File: src/rtl/iaddr_seq.sv
module iaddr_seq #(
  parameter int AW          = 31,
  parameter int NAW         = 24,
  parameter logic [30:0] RESET_ADDR = '0
) (
  input  logic          clk,
  input  logic          rst_n,
  input  logic          mode_wide,
  input  logic          fetch_valid,
  input  logic [1:0]    fetch_len,
  input  logic          cc_valid,
  input  logic [1:0]    cc_in,
  input  logic          br_valid,
  input  logic [3:0]    br_mask,
  input  logic [AW-1:0] br_target,
  output logic [AW-1:0] ia,
  output logic [1:0]    cc,
  output logic          len_err
);
  localparam logic [AW-1:0] WIDE_MASK   = {AW{1'b1}};
  localparam logic [AW-1:0] NARROW_MASK = {{(AW-NAW){1'b0}}, {NAW{1'b1}}};

  logic [AW-1:0] amask, step, next_raw, next_ia;
  logic          taken, len_ok;

  assign amask  = mode_wide ? WIDE_MASK : NARROW_MASK;
  assign taken  = br_valid & br_mask[~cc];
  assign len_ok = fetch_valid & (fetch_len != 2'b11);
  assign step   = AW'({fetch_len, 1'b0}) + AW'(2);

  always_comb begin
    if (taken)       next_raw = br_target;
    else if (len_ok) next_raw = ia + step;
    else             next_raw = ia;
  end

  assign next_ia = next_raw & amask & ~AW'(1);

  always_ff @(posedge clk or negedge rst_n) begin
    if (!rst_n) begin
      ia      <= RESET_ADDR & ~AW'(1);
      cc      <= 2'd0;
      len_err <= 1'b0;
    end else begin
      ia      <= next_ia;
      len_err <= fetch_valid & (fetch_len == 2'b11);
      if (cc_valid) cc <= cc_in;
    end
  end
endmodule


File: config.mk
export PLATFORM = sky130hd
export DESIGN_NAME = iaddr_seq
export DESIGN_NICKNAME = d
export VERILOG_FILES = /design/src/rtl/iaddr_seq.sv
export SDC_FILE = /design/constraint.sdc
export NUM_CORES = 1
export LEC_CHECK = 0
export CAP_MARGIN = 5
export CORE_MARGIN = 5
export CORE_UTILIZATION = 30
export CTS_CLUSTER_DIAMETER = 120
export DETAILED_ROUTE_END_ITERATION = 10
export PLACE_DENSITY = 0.72
export SKIP_CTS_REPAIR_TIMING = 1
export SYNTH_ARGS = -nofsm -noshare
export SYNTH_HDL_FRONTEND = slang
export SYNTH_SLANG_ARGS = --single-unit
File: constraint.sdc
create_clock -name clk -period 2.1 [get_ports clk]
set_input_delay 0.21 -clock clk [delete_from_list [all_inputs] [get_ports clk]]
set_output_delay 0.21 -clock clk [all_outputs]
set_load 0.005 [all_outputs]
# == Word level (Yosys, flattened, before mapping) ==
# Cells that the tools add are included.
# totals
reg_bits,33
input_bits,45
output_inout_bits,34
word_cells,18
# classes
addsub,2
magnitude_cmp,1
n_eq_ne,2
n_mux,5
bitwise_logic,5
# ops
operator,count
$mux W31,3
$add A31 B4 Y31,1
$and A31 B31 Y31,1
$add A3 B2 Y4 const B,1
$and A1 B1 Y1,3
$lt A2 B3 Y1 const B,1
$bmux W1 S2,1
$eq A2 B2 Y1 const B,1
$ne A2 B2 Y1 const B,1
$not A2 Y2,1
$mux W1,1

# == Logic depth before layout (Yosys ltp) ==
# logic_depth
depth_word,6
depth_mapped,10
ltp_nobuf,9

# == Worst setup path after synthesis ==
# No wires, ideal clock.
# synth_timing
path_type,flip-flop to flip-flop
start,reg ia[2]
end,reg ia[14]
setup_time_ns,0.125
t_arrival_ns,2.074
t_required_ns,1.975
path_slack_ns,-0.099
stages_incl_launch_ff,9
path_buffers,1
period_less_slack_ns,2.199
path_cell_list,dfrtp_1 -> ha_1 -> ha_1 -> fa_1 -> and4_2 -> buf_2 -> nand4_1 -> xnor2_1 -> mux2_2
# synth_via
elab_chain_cells,4
# synth_rtl
element,line,rtl
from (decl),16,"output logic [AW-1:0] ia,"
from (signal assigned),41,ia <= RESET_ADDR & ~AW'(1);
from (signal assigned),45,ia <= next_ia;
$add A31 B4 Y31,33,else if (len_ok) next_raw = ia + step;
$mux W31,33,
$mux W31,32,if (taken) next_raw = br_target;
$and A31 B31 Y31,37,assign next_ia = next_raw & amask & ~AW'(1);
# No other way between the ends.
# A chain may end at the register's enable or synchronous reset.

# == Worst setup path in the final report ==
# layout_timing
start,reg ia[2]
end,reg ia[20]
# The elaborated chain is that of the path after synthesis.

==> metrics.md <==
| Metric | Value |
|---|---|
| Reg2reg start | ia[2] |
| Initial antenna violation count | 0 |
| Kind of critical path | flip-flop to flip-flop |
| Total grt overflow | 0 |
| VDD IR max | 318 uV |
| Layout Utilization | 48.6% |
| Fraction of registers with async set or reset after synthesis | 100% |
| Hold WS | 318 ps |
| Starting Density | 31.0% |
| DRT antenna net count | 0 |
| Reg2reg end | ia[20] |
| Core ar. | 0.00687 mm2 |
| Routed WL per cell | approximately 15 um |
| Layout fillers | 661 |
| Clock Skews | 9.92 ps |
| Hold Fails Final Rpt | 0 |
| Most common cell after layout, fill and taps aside | clkdlybuf4s50_1 |
| Crit path cell chain | ha_4 -> ha_4 -> fa_2 -> and4_4 -> nand3_1 -> or4b_1 -> nand3_1 |
| Syn Inst Count | 252 |
| Synth area leader | dfrtp_1 |
| Row count | 30 |
| Area Growth Syn to Fin | 56.9% |
| Deepest clock path buffer count | 2 |
| Register area share after synthesis | 38.8% |
| Static Leakage | roughly 1.3 nW |
| Synth top area share | about 39% |
| Fmax achieved | between 0.4 and 0.5 GHz |
| Register Area | 826 um2 |
| Internal power | 0.00169 W |
| Avg Cell Area, Syn | approximately 8.5 um2 |
| Total track usage | 15.9% |
| Largest net degree at the start of global routing | 34 |
| CTS Root Cell | clkbuf_8 |
| Post-Syn Area | ~0.0021 mm2 |
| Post-synthesis cell type count | 43 |
| Crit Path Max Fanout | 5 |
| Clk sinks | 33 |
| CP max stage delay | 470 ps |
| Die Ht | 94.3 um |
| Top cells by area, synth | dfrtp_1 39%, nand2_1 6.5%, nand3_1 4.7% |
| Status | finished clean |
| Share of layout cells above drive strength 1 | 16.7% |
| CTS Buf Count | 5 |
| HPWL after detailed placement | 5170 um |
| NetSw | 0.000867 W |
| Via/cell ratio | 5.20 |
| Worst slack at placement | -377 ps |
| Routability cong. | 0.867 |
| CTS H-tree lvls | 2 |
| Nets@finish | around 400 |
| Vias | 2309 |
| Clock power frac | 21.3% |
| Path depth of the worst reg2reg path | 7 |
| Number of synthesized register bits | 33 |
| Worst-path clk slew | 70 ps |
| Flop-to-flop setup slack | between 40 and 50 ps |
| Setup TNS | 0 ps |
| Pins over their slew limit | 0 |
| Number of synthesized flops with an enable pin | 0 |
| Area of the multi-input gates | between 0.001 and 0.0015 mm2 |
| Final setup fails | 0 |
| Crit path DAT | 2280 ps |
| IO Count | 79 |
| N_diodes | 0 |
| Slew HR | ~60% |
| Gate power share | 41.3% |
| Vias in the first global route | 2323 |
| WL final | 6830 um |
| Crit-path slowest cell | or4b_1 |
| Final period util | between 90 and 100% |
| Flop pwr share | 37.4% |
| Drt first pass iters | 5 |
| 1st-iter DRT viols | approximately 170 |
| Setup WS post-layout | 46.3 ps |
| Post-Syn Nets | 302 |
| Top_reg_cell synth | dfrtp_1 |
| Critical path endpoint category | flip-flop |
| MaxCap Viol Count | 0 |
| RSZ-0062 raised after global routing | true |
| Final Critical Period | 2050 ps |
| CP Launch Type | flip-flop |
| Die X | about 94 um |
| Worst EP required | about 2300 ps |
| DIE AREA | 0.00888 mm2 |
| Synth Warn # | 0 |
| First-pass GRT wire length | ~11000 um |
| Most frequent cells in the layout | 75 x clkdlybuf4s50_1, 37 x nand2_1, 33 x dfrtp_1 |
| Post-route DRC | 0 |
| Slew @ Worst Pin | between 500 and 600 ps |
| Insertion delay to the later sink of the worst-skew pair | around 290 ps |
| Sw Share | between 30% and 40% |
| TritonCTS clock tree | yes |
| Port Buffers | 76 |
| Hold Crit Class | input pin to async pin |
| Power Dens Cells | between 700 and 800 mW/mm2 |
[Yosys cell counts, types with 2 or more instances]
cell	instances
a21oi_1	9
mux2_2	3
nor3_1	6
xor2_1	6
and4_1	2
o31ai_1	4
buf_2	7
o211ai_1	2
nand3_1	20
nand2b_1	6
o21ai_0	14
nand2_1	37
a31oi_1	10
or3_1	4
a311o_1	6
ha_1	4
or4_1	4
nand4_1	16
nor4_1	3
xnor2_1	4
nor2_1	14
clkbuf_1	10
inv_1	6
dfrtp_1	33
and3_1	4
[worst max-delay path: cells and delay by family (launching register included)]
kind                       cells  cell delay (ps)
adders and majority gates      3              630
DFF                            1              410
and+or+nand+nor                4              940
[routing by layer]
metal / track usage [%] / up-vias / part of all wire, %
met1: 20.7 / 1103 / 44
met5: 0 / - / 0
met3: 4.81 / 4 / 8.3
li1: - / 1125 / -
met2: 26.0 / 77 / 47
met4: 3.61 / 0 / 0.50
[power groups by stage]
stage	Sequential (W)	Clock, W	Combinational (W)
2_1_floorplan	0.000949	0	0.000397
3_3_place_gp	0.000952	0	0.000997
3_5_place_dp	0.000956	0	0.00102
4_1_cts	0.000944	0.000556	0.00103
5_1_grt	0.000978	0.000579	0.00116
6_report	0.000954	0.000545	0.00105
[worst max-delay path by stage]
stage                       startpoint  endpoint  slack (ps)  cells past startpoint
after floorplan                  ia[2]    ia[21]         -10                      6
after global placement    fetch_len[1]    ia[18]        -330                      8
after detailed placement  fetch_len[1]    ia[21]        -380                      7
after CTS                 fetch_len[1]    ia[21]         -80                      7
after global routing             ia[2]    ia[22]         -60                      7
final                            ia[2]    ia[20]          50                      7
[final cells by class]
cell class                      instances  share of cell area (%)
Timing Repair Buffer                  106                    30.0
Tap cell                               96                    3.60
Clock buffer                            7                    2.88
Sequential cell                        33                    24.7
Clock inverter                          1                   0.150
Inverter                                6                   0.674
Multi-Input combinational cell        195                    38.0
[sequential cells by signal, indices dropped and copies added (netlist names)]
register	cells
cc	2
len_err	1
ia	30
[metrics by stage]
stage | std cells | area [um2] | power [W]
6_report | 444 | 3340 | 0.00255
3_3_place_gp | 434 | 3180 | 0.00195
5_1_grt | 444 | 3340 | 0.00271
4_1_cts | 442 | 3280 | 0.00253
3_5_place_dp | 434 | 3180 | 0.00198
2_1_floorplan | 252 | 2160 | 0.00135
[logic make-up (layout without fill, tap and decap cells)]
group,count (synthesis),count (layout),synth area share [%]
muxes,4,4,2.64
other,1,1,0.176
buffers and inverters,24,120,4.82
AOI/OAI and AO/OA,51,51,15.6
adders and majority gates,5,5,3.29
xor gates and xnor gates,10,10,4.11
and+or+nand+nor,124,124,30.6
DFF,33,33,38.8
Note: power is estimated with default switching activity, not from simulation.
